==> config.mk <==
export PLATFORM = sky130hd
export DESIGN_NAME = qp_engine
export DESIGN_NICKNAME = d
export VERILOG_FILES = /design/src/rtl/qp_pkg.sv /design/src/rtl/qp_datapath.sv /design/src/rtl/qp_control.sv /design/src/rtl/qp_engine.sv
export SDC_FILE = /design/constraint.sdc
export NUM_CORES = 1
export LEC_CHECK = 0
export CAP_MARGIN = 20
export CORE_ASPECT_RATIO = 0.75
export CORE_MARGIN = 2
export CORE_UTILIZATION = 52
export DETAILED_ROUTE_END_ITERATION = 7
export PLACE_DENSITY = 0.81
export SKIP_LAST_GASP = 1
export SYNTH_ARGS = -nofsm -noshare
export SYNTH_HDL_FRONTEND = slang
export SYNTH_HIERARCHICAL = 1
export SYNTH_SLANG_ARGS = --single-unit
==> constraint.sdc <==
create_clock -name clk -period 4.5 [get_ports clk]
set_input_delay 0.9 -clock clk [delete_from_list [all_inputs] [get_ports clk]]
set_output_delay 0.9 -clock clk [all_outputs]
set_load 0.02 [all_outputs]
==> src/rtl/qp_pkg.sv <==
package qp_pkg;
  typedef struct packed {
    logic advSqHead;
    logic advCqTail;
  } qpStrobes_t;

  typedef enum logic [1:0] {
    S_IDLE  = 2'd0,
    S_FETCH = 2'd1,
    S_WORK  = 2'd2,
    S_POST  = 2'd3
  } qpState_t;
endpackage

==> src/rtl/qp_datapath.sv <==
module qp_datapath
  import qp_pkg::*;
#(
  parameter int PTR_W = 16
) (
  input  logic             clk,
  input  logic             rstN,
  input  logic [PTR_W-1:0] sqSizeM1,
  input  logic [PTR_W-1:0] cqSizeM1,
  input  logic             dbWrEn,
  input  logic             dbSel,
  input  logic [PTR_W-1:0] dbData,
  input  qpStrobes_t       strobes,
  output logic [PTR_W-1:0] sqHead,
  output logic [PTR_W-1:0] cqHead,
  output logic [PTR_W-1:0] cqTail,
  output logic             phase,
  output logic             sqEmpty,
  output logic             cqFull,
  output logic             dbErr
);
  logic [PTR_W-1:0] sqTail;
  logic [PTR_W-1:0] cqTailNext;
  logic             sqDbOk;
  logic             cqDbOk;

  function automatic logic [PTR_W-1:0] wrapInc(input logic [PTR_W-1:0] idx,
                                               input logic [PTR_W-1:0] lastIdx);
    return (idx == lastIdx) ? '0 : idx + 1'b1;
  endfunction

  assign cqTailNext = wrapInc(cqTail, cqSizeM1);
  assign sqEmpty    = (sqHead == sqTail);
  assign cqFull     = (cqTailNext == cqHead);
  assign sqDbOk     = (dbData <= sqSizeM1);
  assign cqDbOk     = (dbData <= cqSizeM1);

  always_ff @(posedge clk) begin
    if (!rstN) begin
      sqHead <= '0;
      sqTail <= '0;
      cqHead <= '0;
      cqTail <= '0;
      phase  <= 1'b1;
      dbErr  <= 1'b0;
    end else begin
      if (dbWrEn) begin
        if (!dbSel) begin
          if (sqDbOk) sqTail <= dbData;
          else        dbErr  <= 1'b1;
        end else begin
          if (cqDbOk) cqHead <= dbData;
          else        dbErr  <= 1'b1;
        end
      end
      if (strobes.advSqHead) sqHead <= wrapInc(sqHead, sqSizeM1);
      if (strobes.advCqTail) begin
        cqTail <= cqTailNext;
        if (cqTail == cqSizeM1) phase <= ~phase;
      end
    end
  end
endmodule

==> src/rtl/qp_control.sv <==
module qp_control
  import qp_pkg::*;
(
  input  logic       clk,
  input  logic       rstN,
  input  logic       sqEmpty,
  input  logic       cqFull,
  input  logic       fetchAck,
  input  logic       cmdDone,
  input  logic       cplAck,
  output logic       fetchReq,
  output logic       cplReq,
  output logic       irqPulse,
  output qpStrobes_t strobes
);
  qpState_t state;
  qpState_t stateNext;

  assign fetchReq = (state == S_FETCH);
  assign cplReq   = (state == S_POST) && !cqFull;

  always_comb begin
    stateNext         = state;
    strobes.advSqHead = 1'b0;
    strobes.advCqTail = 1'b0;
    case (state)
      S_IDLE:  if (!sqEmpty) stateNext = S_FETCH;
      S_FETCH: if (fetchAck) begin
                 strobes.advSqHead = 1'b1;
                 stateNext         = S_WORK;
               end
      S_WORK:  if (cmdDone) stateNext = S_POST;
      S_POST:  if (cplReq && cplAck) begin
                 strobes.advCqTail = 1'b1;
                 stateNext         = S_IDLE;
               end
      default: stateNext = S_IDLE;
    endcase
  end

  always_ff @(posedge clk) begin
    if (!rstN) begin
      state    <= S_IDLE;
      irqPulse <= 1'b0;
    end else begin
      state    <= stateNext;
      irqPulse <= cplReq && cplAck;
    end
  end
endmodule

==> src/rtl/qp_engine.sv <==
module qp_engine
  import qp_pkg::*;
#(
  parameter int PTR_W = 16
) (
  input  logic             clk,
  input  logic             rstN,
  input  logic [PTR_W-1:0] sqSizeM1,
  input  logic [PTR_W-1:0] cqSizeM1,
  input  logic             dbWrEn,
  input  logic             dbSel,
  input  logic [PTR_W-1:0] dbData,
  output logic             fetchReq,
  output logic [PTR_W-1:0] fetchIdx,
  input  logic             fetchAck,
  input  logic             cmdDone,
  output logic             cplReq,
  output logic [PTR_W-1:0] cplIdx,
  output logic             cplPhase,
  output logic [PTR_W-1:0] cplSqHead,
  input  logic             cplAck,
  output logic             irqPulse,
  output logic             dbErr
);
  qpStrobes_t       strobes;
  logic [PTR_W-1:0] sqHeadW;
  logic [PTR_W-1:0] cqHeadW;
  logic [PTR_W-1:0] cqTailW;
  logic             phaseW;
  logic             sqEmptyW;
  logic             cqFullW;

  qp_datapath #(.PTR_W(PTR_W)) dp_i (
    .clk(clk), .rstN(rstN), .sqSizeM1(sqSizeM1), .cqSizeM1(cqSizeM1),
    .dbWrEn(dbWrEn), .dbSel(dbSel), .dbData(dbData), .strobes(strobes),
    .sqHead(sqHeadW), .cqHead(cqHeadW), .cqTail(cqTailW), .phase(phaseW),
    .sqEmpty(sqEmptyW), .cqFull(cqFullW), .dbErr(dbErr)
  );

  qp_control ctl_i (
    .clk(clk), .rstN(rstN), .sqEmpty(sqEmptyW), .cqFull(cqFullW),
    .fetchAck(fetchAck), .cmdDone(cmdDone), .cplAck(cplAck),
    .fetchReq(fetchReq), .cplReq(cplReq), .irqPulse(irqPulse),
    .strobes(strobes)
  );

  assign fetchIdx  = sqHeadW;
  assign cplIdx    = cqTailW;
  assign cplPhase  = phaseW;
  assign cplSqHead = sqHeadW;
endmodule

==> run_results.csv <==
group,metric,value,unit
status,status,"completed",
placed_design,pre_cts_ws,-0.465,ns
drt,vias,4916,
run,maxCapViolations,0,
yosys,syn_inst,632,
grt,overflow,0,
cells_and_area,antenna_cells,0,
sta,fin_ws,0.137,ns
setup_path,timing.critical_path.to,"cplReq",
yosys,synth_ff_type,"dfxtp_1",
power,clkPwrFrac,37.8,%
floorplanning,num_rows,31,
drt,wl_per_cell,17.5,µm
setup_path,crit_buf_inv,4,
worst_hold_path,min_path_type,"register to register",
clocking,clk_latency,0.34,ns
grt,grt_max_degree,73,
grt,antenna_found_initial,0,
setup_path,cp.arrival,3.46,ns
setup_path,path_cells,"clkdlybuf4s50_1 > xor2_1 > nor4_2 > and4_2 > buf_4 > nor3_2 > a21oi_1 > o31a_1 > nor4_4 > buf_4 > nor2b_1 > buf_4",
drt,drc_errors,0,
clocking,tritoncts,"done",
sta,skew,0.00668,ns
setup_path,crit_cells,12,
setup_path,ff2ff_path_depth,16,
yosys,ys_types,64,
yosys,synth_area,5220,µm²
sta,timing.hold.ws,0.477,ns
yosys,ys_seq_area_share,26.5,%
setup_path,max_stage_delay,0.50,ns
setup_path,critPathSlowestCell,"clkdlybuf4s50_1",
sta,hold_viol,0,
grt,grt_pass1_wl,23500,µm
cells_and_area,drive_gt1_share,10.7,%
setup_path,critPathLaunchType,"input pin",
placed_design,dp_hpwl,11500,µm
drt,drt_iter0_drc,457,
power,switching_power,0.507,mW
sta,worstMarginPinSlew,0.715,ns
cells_and_area,nets,814,
sta,min_period,4.36,ns
floorplanning,core,9700,µm²
power,seqPwrFrac,39.3,%
setup_path,crit_type,"input pin to output port",
setup_path,worst_setup_path_end_kind,"output port",
setup_path,ff2ff_setup_slack,0.52,ns
sta,finalCritPeriodShare,97.0,%
clocking,h-tree-depth,3,
power,power,1.70,mW
cells_and_area,syn2layout_area_growth,28.4,%
drt,firstDrtPassIters,5,
cells_and_area,seq_area,1380,µm²
grt,grt_pass1_vias,4716,
drt,drtAntennaViolNets,0,
placed_design,gp_congestion,0.950,
sta,finalSetupViolCount,0,
yosys,syn_nets,725,
setup_path,rr_startpoint,"dp_i/cqTail[1]$_SDFFE_PN0P_",
setup_path,startpoint,"cqSizeM1[11]",
cells_and_area,multiInputGateArea,3480,µm²
power,power.leakage,3.02,nW
power,vdd_ir_drop_max,0.284,mV
clocking,cts_buffers,9,
clocking,cts_sinks,69,
worst_hold_path,hold_start,"dp_i/sqTail[15]$_SDFFE_PN0P_",
cells_and_area,fillers,780,
sta,relSlewSlack,52.3,%
floorplanning,start_util,53.8,%
setup_path,crit_family,"buffers and inverters",
floorplanning,ios,108,
power,swShare,29.8,%
setup_path,reg2reg_to,"dp_i/cqTail[2]$_SDFFE_PN0P_",
floorplanning,die_h,90.8,µm
power,p_int,1.20,mW
placed_design,numPortBuffers,107,
floorplanning,dieWidth,120,µm
sta,fmax,229,MHz
grt,track_usage,27.4,%
clocking,ctsHoldBuffers,0,
floorplanning,dieArea,10900,µm²
clocking,clockBufferDepth,2,
yosys,synth_seq_cells,69,
drt,viasPerCell,5.73,
setup_path,required,3.60,ns
yosys,synth_edf_count,0,
setup_path,cp_common_cell,"buf_4",
power,power.density,254,nW/µm²
yosys,synth_area_per_cell,8.26,µm²
sta,slew_violations,0,
drt,wl,15000,µm
yosys,ys_async_sr_fraction,0,%
clocking,clk_pin_slew_worst_paths,0.06,ns
yosys,ys_warn_count,6,
cells_and_area,fin_util,69.1,%
clocking,root_buffer,"clkbuf_16",
setup_path,crit_fanout,7,
power,power_frac_comb,22.8,%
==> registers in the layout, summed over array words and instances, names as in the netlist <==
register / count
ctl_i/irqPulse: 1
ctl_i/state: 2
dp_i/cqHead: 16
dp_i/cqTail: 16
dp_i/dbErr: 1
dp_i/phase: 1
dp_i/sqHead: 16
dp_i/sqTail: 16
==> worst min-delay path by stage <==
stage | slack [ns] | cells past startpoint | endpoint
global route | 0.49 | 2 | dp_i/sqTail[10]$_SDFFE_PN0P_
finish | 0.48 | 2 | dp_i/sqTail[15]$_SDFFE_PN0P_
detailed placement | 0.47 | 2 | dp_i/sqTail[13]$_SDFFE_PN0P_
global placement | 0.46 | 2 | dp_i/sqTail[15]$_SDFFE_PN0P_
CTS | 0.48 | 2 | dp_i/sqTail[9]$_SDFFE_PN0P_
floorplan | 0.45 | 2 | dp_i/cqHead[9]$_SDFFE_PN0P_
==> layout by cell type (no fill, tap or decap), types with 8 or more instances in the layout <==
master           netlist  routed
nand2_1               84      84
inv_1                 38      38
xnor2_1               32      32
xor2_1                45      37
a21o_1                12      12
buf_4                 19      23
clkbuf_16              0       9
dfxtp_1               69      68
o21ai_0               23      23
nor2_1                23      23
nor4_1                13       9
xor2_2                 0       8
nand4_1               25      25
nand3_1               15      15
a21oi_1               21      21
mux2i_1               37      37
ha_1                  38      38
nor2b_1               14      14
dlymetal6s2s_1         0      12
nor3_1                19      18
clkdlybuf4s50_1        0      91
==> cells in the mapped netlist (3+ instances only) <==
cell type | number | area, µm²
a21boi_0 | 6 | 45.0
a21o_1 | 12 | 90.1
a21oi_1 | 21 | 105
and2_1 | 6 | 37.5
and3_1 | 6 | 37.5
buf_2 | 7 | 35.0
buf_4 | 19 | 143
clkbuf_1 | 20 | 75.1
clkbuf_8 | 4 | 55.1
dfxtp_1 | 69 | 1380
ha_1 | 38 | 475
inv_1 | 38 | 143
mux2i_1 | 37 | 370
nand2_1 | 84 | 315
nand3_1 | 15 | 75.1
nand4_1 | 25 | 156
nor2_1 | 23 | 86.3
nor2b_1 | 14 | 87.6
nor3_1 | 19 | 95.1
nor3b_1 | 3 | 22.5
nor4_1 | 13 | 81.3
o21ai_0 | 23 | 115
or3_1 | 3 | 18.8
xnor2_1 | 32 | 280
xor2_1 | 45 | 394
==> power by group through the flow <==
| stage | registers (mW) | clock network [mW] | logic [mW] |
|---|---|---|---|
| 2_1_floorplan | 0.674 | 0 | 0.233 |
| 3_3_place_gp | 0.680 | 0 | 0.356 |
| 3_5_place_dp | 0.682 | 0 | 0.373 |
| 4_1_cts | 0.669 | 0.653 | 0.382 |
| 5_1_grt | 0.674 | 0.684 | 0.419 |
| 6_report | 0.670 | 0.645 | 0.389 |
==> area by class of cell <==
type,count,share of cell area [%]
Sequential cell,69,20.6
Inverter,38,2.13
Multi-Input combinational cell,474,52.0
Tap cell,132,2.47
Clock inverter,7,0.635
Timing Repair Buffer,129,18.8
Clock buffer,9,3.36
==> worst register-to-register path: stages, from the launching register on <==
cell and delay (ns):
dfxtp_1 0.48, ha_1 0.31, nand3_2 0.24, nor4_1 0.39, xnor2_1 0.31, xnor2_1 0.13, a41oi_1 0.25, o31a_1 0.22
nor4_4 0.07, buf_4 0.15, nor2b_1 0.17, and2_1 0.32, inv_1 0.09, nor2_1 0.37, nand2_1 0.12, o21ai_0 0.16
and2_1 0.14
==> through the flow <==
step / setup TNS (ns) / instances / area (µm²)
finish: 0 / 858 / 6700
global route: -0.0114 / 858 / 6700
CTS: 0 / 856 / 6630
detailed placement: -0.465 / 838 / 6270
global placement: -0.417 / 838 / 6270
floorplan: 0 / 632 / 5220
==> kinds of logic (layout without fill, tap and decap cells) <==
group	Yosys count	after routing	share of synthesized area, %
buffers and inverters	89	183	8.85
flip-flops	69	69	26.5
XOR/XNOR	78	78	13.4
adder cells (fa/ha/maj)	38	38	9.11
multiplexers	37	37	7.10
AO/OA/AOI/OAI	84	84	10.7
AND/OR/NAND/NOR	237	237	24.3
==> per-layer routing <==
| metal | GRT usage, % | part of all wire [%] | routed length (µm) |
|---|---|---|---|
| met1 | 37.9 | 45 | 6750 |
| met2 | 42.0 | 45 | 6750 |
| met3 | 6.63 | 8.3 | 1240 |
| met4 | 8.24 | 1.6 | 238 |
| met5 | 0 | 0 | 0 |
==> repair_timing <==
item / in CTS / in global routing
hold endpoints to repair: 0 / 0
pin swaps: 4 / 7
setup endpoints to repair: 1 / 1
setup buffers: 2 / 1
resized for setup: 17 / 19
No activity file was read; power rests on OpenSTA's default activity.
